`src/rtl/reg_guard_pkg.sv`:
```
`timescale 1ns/1ps
package reg_guard_pkg;

  typedef enum logic [1:0] {
    MST_SYSCTL = 2'd0,
    MST_CPU    = 2'd1,
    MST_FABRIC = 2'd2,
    MST_OTHER  = 2'd3
  } master_e;

  typedef enum logic [2:0] {
    RD_NONE,
    RD_REQ,
    RD_STATUS,
    RD_WBUF,
    RD_RBUF,
    RD_CTRL,
    RD_SIZE
  } rdsel_e;

  // strobes from the ownership control to the datapath
  typedef struct packed {
    logic   wbufWe;
    logic   ctrlWe;
    logic   sizeWe;
    logic   clearBufs;
    rdsel_e rdSel;
  } strobe_t;

  localparam int RBUF_BASE   = 'h000;
  localparam int WBUF_BASE   = 'h080;
  localparam int STATUS_OFS  = 'h120;
  localparam int CTRL_OFS    = 'h128;
  localparam int SIZE_OFS    = 'h144;
  localparam int REQ_OFS     = 'h1FC;

  localparam logic [7:0] CODE_RELEASE = 8'h00;
  localparam logic [7:0] CODE_REQUEST = 8'h01;
  localparam logic [7:0] CODE_SEIZE   = 8'h03;

endpackage

```
`src/rtl/own_ctrl.sv`:
```
`timescale 1ns/1ps
module own_ctrl
  import reg_guard_pkg::*;
#(
  parameter int BUF_WORDS = 4
) (
  input  logic          clk,
  input  logic          rstN,
  input  logic          busSel,
  input  logic          busWrite,
  input  logic [1:0]    busMaster,
  input  logic [8:0]    busAddr,
  input  logic [1:0]    busSize,
  input  logic [7:0]    wrCode,
  output strobe_t       strobe,
  output logic          accHeld,
  output master_e       accHolder,
  output logic          reqIsOwner
);

  localparam int BUF_BYTES = BUF_WORDS * 4;

  master_e reqMaster;
  logic    hitRbuf, hitWbuf, hitStatus, hitCtrl, hitSize, hitReqBase, hitReqOdd;
  logic    reqLegal, wrCycle, rdCycle;
  logic    doGrant, doRelease, doSeize;

  assign reqMaster = master_e'(busMaster);
  assign wrCycle   = busSel && busWrite;
  assign rdCycle   = busSel && !busWrite;

  // address decode
  always_comb begin
    hitRbuf    = (int'(busAddr) >= RBUF_BASE) && (int'(busAddr) < RBUF_BASE + BUF_BYTES);
    hitWbuf    = (int'(busAddr) >= WBUF_BASE) && (int'(busAddr) < WBUF_BASE + BUF_BYTES);
    hitStatus  = int'(busAddr) == STATUS_OFS;
    hitCtrl    = int'(busAddr) == CTRL_OFS;
    hitSize    = int'(busAddr) == SIZE_OFS;
    hitReqBase = int'(busAddr) == REQ_OFS;
    hitReqOdd  = (busAddr[8:2] == 7'h7F) && (busAddr[1:0] != 2'b00);
  end

  assign reqLegal   = hitReqBase && (busSize != 2'b11);
  assign reqIsOwner = accHeld && (accHolder == reqMaster);

  // ownership transitions
  always_comb begin
    doGrant   = 1'b0;
    doRelease = 1'b0;
    doSeize   = 1'b0;
    if (wrCycle && reqLegal) begin
      unique case (wrCode)
        CODE_REQUEST: doGrant   = !accHeld;
        CODE_RELEASE: doRelease = reqIsOwner;
        CODE_SEIZE:   doSeize   = (reqMaster == MST_SYSCTL);
        default: ;
      endcase
    end
  end

  always_ff @(posedge clk) begin
    if (!rstN) begin
      accHeld   <= 1'b0;
      accHolder <= MST_SYSCTL;
    end else if (doGrant || doSeize) begin
      accHeld   <= 1'b1;
      accHolder <= reqMaster;
    end else if (doRelease) begin
      accHeld   <= 1'b0;
    end
  end

  // strobes to the datapath
  always_comb begin
    strobe.wbufWe    = wrCycle && hitWbuf;
    strobe.ctrlWe    = wrCycle && hitCtrl && reqIsOwner;
    strobe.sizeWe    = wrCycle && hitSize && reqIsOwner;
    strobe.clearBufs = doRelease;
    strobe.rdSel     = RD_NONE;
    if (rdCycle) begin
      if (hitReqBase)                   strobe.rdSel = RD_REQ;
      else if (hitStatus)               strobe.rdSel = RD_STATUS;
      else if (hitWbuf)                 strobe.rdSel = RD_WBUF;
      else if (hitRbuf && reqIsOwner)   strobe.rdSel = RD_RBUF;
      else if (hitCtrl && reqIsOwner)   strobe.rdSel = RD_CTRL;
      else if (hitSize && reqIsOwner)   strobe.rdSel = RD_SIZE;
    end
  end

  // a free register set goes to the requester
  assert_grant_free_R2: assert property (@(posedge clk) disable iff (!rstN)
    (wrCycle && reqLegal && wrCode == CODE_REQUEST && !accHeld)
    |=> (accHeld && accHolder == $past(reqMaster)));

  // a competing request leaves the holder in place
  assert_refuse_busy_R3: assert property (@(posedge clk) disable iff (!rstN)
    (wrCycle && reqLegal && wrCode == CODE_REQUEST && accHeld && accHolder != reqMaster)
    |=> (accHeld && accHolder == $past(accHolder)));

  // a release from a non-holder changes nothing
  assert_foreign_release_R4: assert property (@(posedge clk) disable iff (!rstN)
    (wrCycle && reqLegal && wrCode == CODE_RELEASE && !reqIsOwner)
    |=> ($stable(accHeld) && $stable(accHolder)));

  // the system controller always wins with the seize code
  assert_seize_R6: assert property (@(posedge clk) disable iff (!rstN)
    (wrCycle && reqLegal && wrCode == CODE_SEIZE && reqMaster == MST_SYSCTL)
    |=> (accHeld && accHolder == MST_SYSCTL));

  // unaligned offsets of the ownership register are inert
  assert_odd_offset_R9: assert property (@(posedge clk) disable iff (!rstN)
    (wrCycle && hitReqOdd) |=> ($stable(accHeld) && $stable(accHolder)));

endmodule

```
`src/rtl/guard_datapath.sv`:
```
`timescale 1ns/1ps
module guard_datapath
  import reg_guard_pkg::*;
#(
  parameter int BUF_WORDS = 4,
  parameter int DATA_W    = 32,
  localparam int IDX_W    = $clog2(BUF_WORDS)
) (
  input  logic              clk,
  input  logic              rstN,
  input  strobe_t           strobe,
  input  logic [IDX_W-1:0]  wordIdx,
  input  logic [DATA_W-1:0] busWdata,
  input  logic              accHeld,
  input  master_e           accHolder,
  input  logic              reqIsOwner,
  input  logic              fillEn,
  input  logic [IDX_W-1:0]  fillIdx,
  input  logic [DATA_W-1:0] fillData,
  output logic [DATA_W-1:0] rdData
);

  localparam int SIZE_W = 4;

  logic [DATA_W-1:0] wbuf [BUF_WORDS];
  logic [DATA_W-1:0] rbuf [BUF_WORDS];
  logic [DATA_W-1:0] ctrlWord;
  logic [SIZE_W-1:0] sizeField;
  logic              bufsDirty;

  for (genvar gi = 0; gi < BUF_WORDS; gi++) begin : g_buf
    always_ff @(posedge clk) begin
      if (!rstN || strobe.clearBufs) begin
        wbuf[gi] <= '0;
      end else if (strobe.wbufWe && int'(wordIdx) == gi) begin
        wbuf[gi] <= busWdata;
      end
    end

    always_ff @(posedge clk) begin
      if (!rstN || strobe.clearBufs) begin
        rbuf[gi] <= '0;
      end else if (fillEn && int'(fillIdx) == gi) begin
        rbuf[gi] <= fillData;
      end
    end
  end

  always_ff @(posedge clk) begin
    if (!rstN) begin
      ctrlWord  <= '0;
      sizeField <= '0;
    end else begin
      if (strobe.ctrlWe) ctrlWord  <= busWdata;
      if (strobe.sizeWe) sizeField <= busWdata[SIZE_W-1:0];
    end
  end

  always_comb begin
    rdData = '0;
    unique case (strobe.rdSel)
      RD_REQ:    rdData[2:0] = {accHeld, accHolder};
      RD_STATUS: rdData[3:0] = {reqIsOwner, accHeld, accHolder};
      RD_WBUF:   rdData = wbuf[wordIdx];
      RD_RBUF:   rdData = rbuf[wordIdx];
      RD_CTRL:   rdData = ctrlWord;
      RD_SIZE:   rdData[SIZE_W-1:0] = sizeField;
      default:   rdData = '0;
    endcase
  end

  always_comb begin
    bufsDirty = 1'b0;
    for (int i = 0; i < BUF_WORDS; i++) begin
      bufsDirty = bufsDirty || (wbuf[i] != '0) || (rbuf[i] != '0);
    end
  end

  // a release leaves no staged data behind
  assert_clear_on_release_R5: assert property (@(posedge clk) disable iff (!rstN)
    strobe.clearBufs |=> !bufsDirty);

  // a fill lands unless a release coincides
  assert_fill_lands_R11: assert property (@(posedge clk) disable iff (!rstN)
    (fillEn && !strobe.clearBufs) |=> (rbuf[$past(fillIdx)] == $past(fillData)));

  // decoded-out reads return zero
  assert_gated_read_R7: assert property (@(posedge clk) disable iff (!rstN)
    (strobe.rdSel == RD_NONE) |-> (rdData == '0));

endmodule

```
`src/rtl/reg_owner_guard.sv`:
```
`timescale 1ns/1ps
module reg_owner_guard
  import reg_guard_pkg::*;
#(
  parameter int  BUF_WORDS = 4,
  localparam int IDX_W     = $clog2(BUF_WORDS)
) (
  input  logic             clk,
  input  logic             rstN,
  input  logic             busSel,
  input  logic             busWrite,
  input  logic [1:0]       busMaster,
  input  logic [8:0]       busAddr,
  input  logic [1:0]       busSize,
  input  logic [31:0]      busWdata,
  output logic [31:0]      busRdata,
  input  logic             fillEn,
  input  logic [IDX_W-1:0] fillIdx,
  input  logic [31:0]      fillData
);

  strobe_t strobe;
  logic    accHeld;
  master_e accHolder;
  logic    reqIsOwner;

  own_ctrl #(.BUF_WORDS(BUF_WORDS)) u_ctrl (
    .clk        (clk),
    .rstN       (rstN),
    .busSel     (busSel),
    .busWrite   (busWrite),
    .busMaster  (busMaster),
    .busAddr    (busAddr),
    .busSize    (busSize),
    .wrCode     (busWdata[7:0]),
    .strobe     (strobe),
    .accHeld    (accHeld),
    .accHolder  (accHolder),
    .reqIsOwner (reqIsOwner)
  );

  guard_datapath #(.BUF_WORDS(BUF_WORDS), .DATA_W(32)) u_dp (
    .clk        (clk),
    .rstN       (rstN),
    .strobe     (strobe),
    .wordIdx    (busAddr[2 +: IDX_W]),
    .busWdata   (busWdata),
    .accHeld    (accHeld),
    .accHolder  (accHolder),
    .reqIsOwner (reqIsOwner),
    .fillEn     (fillEn),
    .fillIdx    (fillIdx),
    .fillData   (fillData),
    .rdData     (busRdata)
  );

endmodule

```
`config.mk`:
```
export PLATFORM = sky130hd
export DESIGN_NAME = reg_owner_guard
export DESIGN_NICKNAME = d
export VERILOG_FILES = /design/src/rtl/reg_guard_pkg.sv /design/src/rtl/own_ctrl.sv /design/src/rtl/guard_datapath.sv /design/src/rtl/reg_owner_guard.sv
export SDC_FILE = /design/constraint.sdc
export NUM_CORES = 1
export LEC_CHECK = 0
export ABC_AREA = 1
export BUFFER_PORTS_ARGS = -buffer_cell sky130_fd_sc_hd__buf_2
export CORE_MARGIN = 2
export CORE_UTILIZATION = 54
export CTS_CLUSTER_DIAMETER = 150
export DETAILED_ROUTE_END_ITERATION = 10
export GPL_TIMING_DRIVEN = 0
export PLACE_DENSITY = 0.79
export SLEW_MARGIN = 0
export SYNTH_ARGS = -nofsm -noshare
export SYNTH_HDL_FRONTEND = slang
export SYNTH_HIERARCHICAL = 1
export SYNTH_SLANG_ARGS = --single-unit
```
`constraint.sdc`:
```
create_clock -name clk -period 2.1 [get_ports clk]
set_input_delay 0.21 -clock clk [delete_from_list [all_inputs] [get_ports clk]]
set_output_delay 0.21 -clock clk [all_outputs]
set_load 0.01 [all_outputs]
```
==> summary by stage, run 1 <==
Cells and area
The total inserted antenna cells is 0. At the end of the flow the core is filled with cells to 70.35%. Of the cells placed in the final design, the portion with a size suffix greater than 1 is 22.15%. The area growth from synthesis to layout is 28.79%. After the last flow step, the layout net total stands at 1868.

Global route
The pin count of the biggest net entering global routing is 33. The initial antenna violation count came to 0. The number of global-route vias before repair came to 10980. Global routing consumed, over all layers together, 27.23% of the routing resources. The first global-routing pass estimated 56.08 mm of wire. The global-route congestion overflow total is 0.

Place
The number of port buffers is 114. The congestion estimate from routability-driven global placement came to 0.9248. The half-perimeter wire length of the detailed placement result is 23.23 mm. At the placement stage, the worst setup path has a slack of -0.7581 ns.

Floorplanning
The area of the core is 25040 sq um. The effective utilization at floorplan is 54.63%. The count of boundary I/O pins is 116.

The number of cell rows is 58. The die covers 26620 sq um. Measured along the x axis, the die boundary spans 163.1 um. The floorplan die height is 163.1 um.

Route
The count of nets left with antenna violations once routing finished came out at 0. In the final routed layout, each cell accounts on average for 18.95 um. The detailed-route vias per instance is 5.659.

The first TritonRoute pass finished after 6 iterations. Detailed routing inserted a total of 12090 vias. The number of remaining DRC errors is 0. The routed design has 40.48 mm of wire.

For this block, the initial DRC count from the detailed router was 1544.

Yosys
During synthesis, Yosys emitted a total of 6 warnings. After synthesis the netlist holds a flip-flop and latch count of 295. After synthesis, the mean cell area works out to 8.634 sq um.

The proportion of synthesized chip area in sequential cells is 61.92%. Synthesis produced a netlist with a net count of 1668. The synthesized netlist contains 23 unique library cells.

The synthesized netlist occupies a cell area of 13680 sq um. After technology mapping, the gate count stands at 1584.

STA
The final count of hold timing violations is 0. Setup repair after global routing could not meet its margin everywhere. The headroom to the max-slew limit is 57.33%. Between clock sinks in the finished design, the worst skew comes to 0.02087 ns.

The routed design could run at a clock period as short as 2.843 ns. Across all hold checks on the routed design, the worst slack comes to 0.006486 ns. For the final routed database, the setup TNS stands at -22.28 ns. The number of pins with negative max-slew slack in the final report is 0. The post-route fraction of the period consumed by the critical path is 135.4%.

The maximum achievable frequency is 351.7 MHz. The final setup slack of the worst path is -0.7430 ns. At the pin with the least slew margin, the transition time is 0.6400 ns. Setup violations remaining at the end of the flow were counted as 34.

Pwr
Total power for the finished layout comes to 13.46 mW. The reported leakage power is 8.228 nW. The power density of the placed cells is 764.1 nW/um^2. The highest ir drop seen on vdd is 723.3 uV.

Worst setup path
The reg-to-reg setup timing slack is 0 ns. In this run the critical register-to-register path is captured at u_dp/ctrlWord[0]. In this run the critical register-to-register path is launched from u_ctrl/accHolder[0].

In this run the worst setup path begins at u_ctrl/accHolder[0]. The depth of the most critical reg-to-reg path is 10. The launching element type of the critical path is a flip-flop. By startpoint and endpoint, the worst setup path is classified as flip-flop to output pin.

The critical path arrival is 2.63 ns. STA classifies the critical path endpoint as an output pin. In this run the worst path has a maximum fanout of 5. The data required time at the worst endpoint is 1.89 ns.

Clocking
Clock tree synthesis found a total of 295 sinks. The TritonCTS clock tree is done. The number of buffers created by CTS is 29. In this run the number of H-tree levels came out at 1. The clock root buffer master is clkbuf_16. The later-pin clock latency in the skew report is 0.56 ns.

After clock tree synthesis, the clock-pin slew on the worst setup and hold paths is 0.06 ns. The clock passes through at most 3 buffers.

Min path
The type of the most critical hold path is input pin to flip-flop. The worst hold path passes through 3 cells. The origin of the worst min-delay path is busWdata[17]. The path with the worst hold slack has its endpoint at u_dp/ctrlWord[17].

Job
The tool flagged a number of max-cap violations equal to 0.

Outcome
The run finished, with violations left. The checks that failed: negative setup slack.
power by group:
part	internal (mW)	switching [mW]	total, mW
Sequential	6.68	0.0920	6.77
Clock	3.41	2.19	5.60
Combinational	0.318	0.777	1.09
flip-flops by register name (all words and copies together), names as in the netlist:
| register | cells |
|---|---|
| u_dp/ctrlWord | 32 |
| u_ctrl/accHolder | 2 |
| u_ctrl/accHeld | 1 |
| u_dp/rbuf | 128 |
| u_dp/wbuf | 128 |
| u_dp/sizeField | 4 |
cells in the mapped netlist:
cell      number  area, sq um
buf_6          1        11.26
inv_2          3        11.26
nand2_1      632         2372
nor2_2         2        12.51
edfxtp_1     256         7687
nand3_1       79        395.4
o21ai_0       36        180.2
inv_1         99        371.6
dfxtp_1       39        780.8
nor2_1       289         1085
buf_2         48        240.2
nor2_4         3        33.78
a31oi_1        1        6.260
buf_4          4        30.03
a21oi_1       39        195.2
buf_1          4        15.01
nand3_2        3        30.03
nand2_2        2        12.51
clkbuf_1      31        116.4
nor3_1         1        5.000
nor3_2         2        20.02
nand3b_1       2        15.01
nand4_1        8        50.05
worst max-delay path, cell delays in order (launching register included):
cell	delay, ns
dfxtp_2	0.36
inv_2	0.06
nand2_1	0.08
nand3_2	0.09
nor2_4	0.17
nand3_2	0.12
nand3_2	0.07
nand2_1	0.06
inv_1	0.06
buf_6	0.12
buf_12	0.11
nand3_4	0.09
inv_4	0.09
buf_8	0.14
buf_8	0.13
nand2_1	0.09
nand3_4	0.11
buf_6	0.10
how the worst max path moves through the flow:
stage                            end  slack [ns]
floorplan            u_dp/rbuf[0][0]       -0.02
global placement    u_dp/wbuf[3][17]       -0.80
detailed placement  u_dp/rbuf[0][28]       -0.76
CTS                     busRdata[18]       -0.68
global route            busRdata[13]       -0.82
finish                  busRdata[30]       -0.74
logic make-up (layout without fill, tap and decap cells):
group,count (synthesis),in the layout,synth area share [%]
compound gates,76,76,2.790
flops,295,295,61.92
simple gates,1023,1026,29.48
buf+inv,190,409,5.818
cell type report:
type	count	area (sq um)
Buffer	88	620.6
Timing Repair Buffer	166	1395
Clock inverter	14	221.5
Sequential cell	295	8474
Inverter	102	390.4
Multi-Input combinational cell	1102	5296
Fill cell	1658	7422
Tap cell	330	412.9
Clock buffer	39	803.3
cell usage in the layout (no fill, tap or decap), types with 29 or more instances in the layout:
cell type	count
clkbuf_1	29
nand2_4	37
nand2_1	565
o21ai_0	36
buf_6	49
buf_2	110
dfxtp_1	36
a21oi_1	38
edfxtp_1	256
nor2_1	278
nand3_1	42
clkbuf_16	34
inv_1	91
through the flow:
stage          instance area [sq um]  std cells
4_1_cts                        16760       2118
3_3_place_gp                   14660       2028
3_5_place_dp                   14670       2028
5_1_grt                        17610       2136
2_1_floorplan                  13680       1584
6_report                       17610       2136
what timing repair did:
| item | CTS | global route |
|---|---|---|
| endpoints found under the setup margin | 319 | 543 |
| pin swaps | 24 | 41 |
| hold buffers | 18 | 0 |
| gates cloned | 5 | 8 |
| gates resized for setup | 166 | 160 |
| hold endpoints to repair | 21 | 0 |
| buffers inserted | 14 | 13 |
per-layer routing:
| layer | wire length (um) | vias to the layer above | track usage [%] |
|---|---|---|---|
| li1 | - | 5464 | - |
| met1 | 14490 | 5577 | 35.84 |
| met2 | 19260 | 848 | 45.63 |
| met3 | 4476 | 199 | 3.987 |
| met4 | 2252 | 0 | 11.02 |
| met5 | 0 | - | 0 |
Note: power is estimated with default switching activity, not from simulation.
==> run 2: changes to the inputs <==
--- a/config.mk
+++ b/config.mk
@@ -12,7 +12,7 @@
 export CTS_CLUSTER_DIAMETER = 150
 export DETAILED_ROUTE_END_ITERATION = 10
 export GPL_TIMING_DRIVEN = 0
-export PLACE_DENSITY = 0.79
+export PLACE_DENSITY = 0.76
 export SLEW_MARGIN = 0
 export SYNTH_ARGS = -nofsm -noshare
 export SYNTH_HDL_FRONTEND = slang
==> run 2 against run 1 <==
- the flow finishes with violations (design-rule violations, negative setup slack)
- via count shrank 2.3%
- combinational power is essentially flat
- hold slack lost 0.0031 ns
- critical path type unchanged
- largest power group unchanged
==> summary by stage, run 2 (same netlist as run 1, synthesis figures left out) <==
Place
The total cell area at the placement stage is 14780 sq um (+0.73%). The number of port buffers is 114 (unchanged). The half-perimeter wire length of the detailed placement result is 23.83 mm (+2.6%). The minimum setup slack after placement is -0.7218 ns (+0.03632 ns). The weighted congestion reported at the end of routability-driven placement is 0.9232 (-0.17%).

STA
The clock tree skew after final layout is 0.01419 ns (-0.006682 ns). The minimum hold slack is 0.003425 ns (-0.003061 ns). Setup repair after global routing could not meet its margin everywhere. The pin slew with the least headroom to its limit came to 0.6436 ns (+0.003532 ns). The final setup slack of the worst path is -0.7749 ns (-0.03189 ns). The maximum achievable frequency is 347.8 MHz (-1.1%). The total of endpoints with negative setup slack in the final report is 32 (-5.9%). The post-route minimum period is 2.875 ns (+0.03189 ns).

The number of pins with negative max-slew slack in the final report was 0 (unchanged). The post-route fraction of the period consumed by the critical path is 136.9% (+1.5 points). The headroom to the max-slew limit is 57.09% (-0.24 points). The final count of hold timing violations is 0 (unchanged).

Global route
The pin count of the biggest net entering global routing is 33 (unchanged). The initial antenna violation count is 0 (unchanged). The overall track demand over capacity in global routing was 28.27% (+1.0 points). The global-route congestion overflow total is 0 (unchanged). The number of global-route vias before repair is 11160 (+1.6%). The first-pass GRT wire length is 58.14 mm (+3.7%).

Route
The wire length per cell is 18.47 um (-2.6%). The first-pass detailed-route iteration total is 9 (+3). The sum of routed wire length over all layers was 39.60 mm (-2.2%). The number of design-rule violations left by the first detailed-router iteration was 1579 (+2.3%).

The number of remaining DRC errors is 1 (+1). The via count was 11820 (-2.3%). The detailed-route vias per instance is 5.511 (-2.6%). The remaining number of nets flagged by the antenna check after routing is 0 (unchanged).

Cells and area
The area growth from synthesis to layout is 28.46%. Leaving out fill and tap cells, the most frequent cell in the layout is nand2_1. The post-layout net count is 1876 (+0.43%).

The top cell types in the final layout, fill and taps aside, are nand2_1 (562), nor2_1 (278), edfxtp_1 (256). The total inserted antenna cells is 0 (unchanged). The total non-filler cell area in the finished layout is 17570 sq um (-0.26%). The fraction of layout cells with a size suffix above 1 is 22.66% (+0.51 points). The largest registers in the layout are u_dp/rbuf (128), u_dp/wbuf (128), u_dp/ctrlWord (32).

Pwr
The highest ir drop seen on vdd is 608.7 uV (-16%). The reported leakage power is 8.178 nW (-0.61%). The net switching power is 3.036 mW (-0.73%). The share of total power consumed by net switching is 22.79% (+0.074 points). The sequential fraction of design power is 50.8% (+0.5 points).

The internal power is 10.28 mW (-1.1%). The power density of the placed cells is 758.0 nW/um^2 (-0.80%). The combinational power share is 8.3% (+0.2 points). The part of the total power dissipated in the clock network was 40.9% (-0.7 points).

Outcome
The final reports fail on design-rule violations, negative setup slack. The run finished, with violations left.

Clocking
The buffer depth of the longest clock path is 3 (unchanged). The clock-pin transition on the worst setup and hold timing paths is 0.06 ns (about the same). The TritonCTS clock tree is done. The number of clock sinks seen by CTS is 295 (unchanged). The clock root buffer master is clkbuf_16.

The later-pin clock latency in the skew report is 0.56 ns (about the same). The number of buffers created by CTS is 30 (+3.4%). The H-tree depth is 1 (unchanged).

Worst setup path
The largest fanout on the critical path is 6 (+1). STA classifies the critical path endpoint as an output pin. The data required time at the worst endpoint is 1.89 ns (about the same). The critical path in this run is classified as flip-flop to output pin. STA classifies the critical path startpoint as a flip-flop. The critical path arrival is 2.66 ns (+0.03 ns). The depth of the most critical reg-to-reg path is 12 (+2).

Floorplanning
The area of the core was 25040 sq um (unchanged). The full die area is 26620 sq um (unchanged). The floorplan die height came to 163.1 um (unchanged). The chip width came to 163.1 um (unchanged). The effective utilization at floorplan is 54.63% (unchanged). The count of boundary I/O pins is 116 (unchanged). The number of cell rows is 58 (unchanged).

Min path
The type of the most critical hold path is input pin to flip-flop. The number of cells traversed by the worst hold path came to 3 (unchanged).

Job
The max-cap violation count was 0 (unchanged).
-- run 2: metrics by stage --
step | power, mW | TNS (ns) | cells | utilization [%]
floorplan | 7.448 | -5.617 | 1584 | -
finish | 13.32 | -22.51 | 2144 | 70.17
detailed placement | 7.811 | -109.57 | 2032 | 59.03
global placement | 7.753 | -198.52 | 2028 | 58.56
global route | 13.72 | -32.17 | 2144 | 70.17
CTS | 13.22 | -19.16 | 2125 | 67.75
-- run 2: layout make-up --
| cell class | count | area [sq um] |
|---|---|---|
| well taps | 330 | 412.9 |
| flip-flops and latches | 295 | 8472 |
| multi-input cells | 1101 | 5152 |
| plain buffers | 85 | 569.3 |
| fillers | 1761 | 7467 |
| repair buffers | 177 | 1574 |
| clock buffers | 41 | 833.3 |
| clock inverters | 13 | 167.7 |
| inverters | 102 | 387.9 |
-- run 2: layer usage --
metal | share of wire, % | GRT usage (%) | vias to the layer above
met4 | 4.8 | 10.90 | 0
met2 | 48 | 47.49 | 745
li1 | - | - | 5479
met1 | 38 | 37.37 | 5425
met3 | 9.7 | 4.063 | 167
met5 | 0 | 0 | -
-- run 2: path summary, 6_finish.rpt --
| check | start | to | slack, ns |
|---|---|---|---|
| min | busWdata[5] | u_dp/ctrlWord[5] | 0.003 |
| min reg2reg | u_ctrl/accHeld | u_ctrl/accHeld | 0.52 |
| max reg2reg | u_ctrl/accHolder[0] | u_dp/wbuf[2][16] | 0.03 |
| max | u_ctrl/accHolder[1] | busRdata[28] | -0.77 |
-- run 2: power by group through the flow --
stage                     Sequential (mW)  Combinational, mW  Clock, mW
after floorplan                      6.87              0.582          0
final                                6.76               1.11       5.44
after detailed placement             6.88              0.926          0
after global routing                 6.79               1.22       5.71
after CTS                            6.76               1.00       5.45
after global placement               6.88              0.872          0
-- run 2: worst max-delay path, cell delays in order (launching register included) --
cell and delay, ns:
dfxtp_2 0.33, inv_2 0.06, nand2_2 0.05, nand2_2 0.08, inv_2 0.04, nor2_4 0.17, nand3_2 0.12, nand3_2 0.09
nand2_1 0.07, inv_1 0.07, buf_6 0.12, inv_4 0.04, nor3_4 0.18, buf_6 0.19, buf_6 0.18, nand2_2 0.09
nand3_2 0.11, buf_6 0.11
-- run 2: repair_timing --
action                                  4_1_cts  5_1_grt
hold buffers                                 18        0
endpoints found under the setup margin      320      410
cloned                                        5        6
setup buffers                                16       19
hold endpoints to repair                     22        0
pin swaps                                    23       24
gates resized for setup                     180      127
==> run 3: changes to the inputs <==
--- a/config.mk
+++ b/config.mk
@@ -8,11 +8,10 @@
 export ABC_AREA = 1
 export BUFFER_PORTS_ARGS = -buffer_cell sky130_fd_sc_hd__buf_2
 export CORE_MARGIN = 2
-export CORE_UTILIZATION = 54
+export CORE_UTILIZATION = 26
 export CTS_CLUSTER_DIAMETER = 150
 export DETAILED_ROUTE_END_ITERATION = 10
 export GPL_TIMING_DRIVEN = 0
-export PLACE_DENSITY = 0.76
 export SLEW_MARGIN = 0
 export SYNTH_ARGS = -nofsm -noshare
 export SYNTH_HDL_FRONTEND = slang
==> run 3 against run 2 <==
- the flow finishes with violations (negative setup slack)
- register-to-register slack got worse by 0.02 ns
- critical path type unchanged
- clock power shrank 5.7%
- critical path depth unchanged
- flip-flop and latch count is the same
- first-iteration DRC count decreased by 36%
- utilization decreased by 35 points
- largest cell class unchanged
- combinational power barely moved
- sequential share of layout area decreased by 2.1 points
- clock skew is 0.0036 ns lower
==> summary by stage, run 3 (same netlist as run 1, synthesis figures left out) <==
Place
The total cell area at the placement stage is 15160 sq um (+2.6%). The minimum setup slack after placement was -0.7544 ns (-0.03261 ns). The weighted congestion reported at the end of routability-driven placement is 0.8299 (-10%). The half-perimeter wire length of the detailed placement result came to 27.74 mm (+16%). The total instance count after detailed placement is 2387 (+17%). The number of port buffers was 114 (unchanged).

STA
The final count of hold timing violations is 0 (unchanged). The minimum hold slack came to 0.01093 ns (+0.007502 ns). The pin slew with the least headroom to its limit is 0.6769 ns (+0.03337 ns). The post-route fraction of the period consumed by the critical path is 133.4% (-3.5 points). The headroom to the max-slew limit is 54.87% (-2.2 points). The clock tree skew after final layout is 0.01055 ns (-0.003645 ns). The number of pins with negative max-slew slack in the final report is 0 (unchanged). The final setup slack of the worst path is -0.7005 ns (+0.07434 ns).

The maximum achievable frequency came to 357.1 MHz (+2.7%). The total negative slack for setup checks is -21.60 ns (+0.9137 ns). The post-route minimum period was 2.801 ns (-0.07434 ns). The total of endpoints with negative setup slack in the final report is 32 (unchanged).

Setup repair after global routing could not meet its margin everywhere.

Route
The via count is 11380 (-3.7%). The sum of routed wire length over all layers is 42.50 mm (+7.3%). The detailed-route vias per instance came to 4.537 (-18%). The wire length per cell is 16.95 um (-8.2%). The number of design-rule violations left by the first detailed-router iteration is 1010 (-36%). The remaining number of nets flagged by the antenna check after routing is 0 (unchanged). The first-pass detailed-route iteration total was 7 (-2).

The number of remaining DRC errors came to 0 (-1).

Outcome
The checks that failed: negative setup slack. The run finished, with violations left.

Job
The max-cap violation count was 0 (unchanged).

Floorplanning
The number of cell rows is 84 (+45%). The effective utilization at floorplan is 26.18% (-28 points). The floorplan die height is 233.4 um (+43%). The area of the core is 52240 sq um (+110%). The chip width is 233.4 um (+43%). The count of boundary I/O pins is 116 (unchanged). The full die area is 54450 sq um (+100%).

Worst setup path
The number of buffer and inverter instances along the worst setup path is 8 (unchanged). The sort of element at the end of the critical path is an output pin. Among the stages of the critical path, the cell type that occurs most often is nand2_2. The standard cell with the maximum stage delay on the critical path is dfxtp_2. The largest fanout on the critical path is 7 (+1). The data required time at the worst endpoint is 1.89 ns (about the same). The critical path arrival is 2.59 ns (-0.07 ns).

The reg-to-reg setup timing slack is 0.01 ns (-0.02 ns). STA classifies the critical path startpoint as a flip-flop. Traced cell by cell, the critical path runs through inv_2 -> nand2_2 -> nand2_2 -> inv_2 -> nor2_4 -> nand3_2 -> nand3_2 -> nand2_2 -> inv_2 -> buf_6 -> inv_4 -> nor3_4 -> buf_12 -> buf_16 -> nand2_2 -> nand3_4 -> buf_6. The biggest cell delay along the critical path is 0.33 ns (about the same). The type of the setup path with the least slack is flip-flop to output pin. The category of cells accounting for the largest share of critical-path delay is simple AND/OR/NAND/NOR gates.

Cells and area
The post-layout net count is 1880 (+0.21%). The core utilization of the finished layout was 35.20% (-35 points). The fraction of layout cells with a size suffix above 1 is 24.26% (+1.6 points). In the layout the commonest cells are nand2_1 (541), nor2_1 (283), edfxtp_1 (256). The total non-filler cell area in the finished layout is 18390 sq um (+4.6%). The layout overhead on the synthesized area is 34.42%. The library cell used most frequently in the layout, excluding fill and tap cells, is nand2_1.

The largest registers in the layout are u_dp/rbuf (128), u_dp/wbuf (128), u_dp/ctrlWord (32). The count of filler cells inserted in the layout is 5169 (+190%). The count of non-filler cells in the finished layout is 2507 (+17%).

Clocking
The number of buffers created by CTS is 29 (-3.3%). The H-tree depth is 1 (unchanged). The clock-pin transition on the worst setup and hold timing paths is 0.07 ns (about the same). The buffer depth of the longest clock path came to 3 (unchanged). The later-pin clock latency in the skew report is 0.55 ns (about the same).

The root buffer cell chosen for the clock tree is clkbuf_16. TritonCTS built the clock tree. The number of clock sinks seen by CTS is 295 (unchanged).

Global route
The pin count of the biggest net entering global routing is 33 (unchanged). The global-route congestion overflow total is 0 (unchanged). The initial antenna violation count is 3 (+3). The overall track demand over capacity in global routing is 14.73% (-14 points). The first-pass GRT wire length was 61.68 mm (+6.1%). The number of global-route vias before repair came to 10810 (-3.1%).

Min path
The type of the most critical hold path is input pin to flip-flop.

Pwr
The reported leakage power was 8.420 nW (+3.0%). The post-route total power is 13.00 mW (-2.4%). The highest ir drop seen on vdd is 580.0 uV (-4.7%).

The power density of the placed cells is 707.3 nW/um^2 (-6.7%).
-- run 3: cell count changes in the layout (fill, tap and decap cells not counted), moves of 5 or more --
cell,change
nor2_2,-7
buf_2,-11
nand2_1,-21
nand3_4,+22
buf_4,+6
nor2_1,+5
dlygate4sd3_1,-6
nand2_4,+17
buf_6,+17
nand3_2,-20
-- run 3: per-layer routing --
metal  track usage [%]  share of wire, %  vias up
li1                  -                 -     5487
met1             18.67                41     5381
met2             25.14                49      409
met3             2.478               6.7       94
met4             5.434               3.4        4
met5                 0             0.064        -
-- run 3: path summary, 6_finish.rpt --
| check | from | end | depth (start not counted) |
|---|---|---|---|
| setup / recovery | u_ctrl/accHolder[1] | busRdata[23] | 17 |
| setup reg to reg | u_ctrl/accHolder[1] | u_dp/ctrlWord[26] | 13 |
| hold reg to reg | u_ctrl/accHeld | u_ctrl/accHeld | 2 |
| hold / removal | busWdata[12] | u_dp/ctrlWord[12] | 3 |
-- run 3: layout make-up --
cell class	instances	area [sq um]	area share (%)
sequential	295	8472	46.08
multi-input combinational	1103	5503	29.93
timing repair buffer	177	1508	8.201
clock buffer	39	868.3	4.723
tap	688	860.8	4.682
buffer	88	709.4	3.859
inverter	102	390.4	2.123
clock inverter	14	71.32	0.3879
antenna	1	2.502	0.01361
-- run 3: tightest hold or removal path: stages --
cell     delay, ns
buf_2         0.08
inv_1         0.08
a21oi_1       0.15
-- run 3: power breakdown --
group / switching (mW) / leakage, nW / internal [mW]
combinational: 0.784 / 5.16 / 0.329
sequential: 0.0808 / 2.79 / 6.68
clock: 2.24 / 0.466 / 2.89
-- run 3: timing repair --
item | CTS | global route
endpoints found under the hold margin | 16 | 0
setup buffers | 24 | 18
endpoints found under the setup margin | 320 | 493
gates cloned | 7 | 7
hold buffers | 12 | 0
resized for setup | 231 | 183
pin swaps | 27 | 53
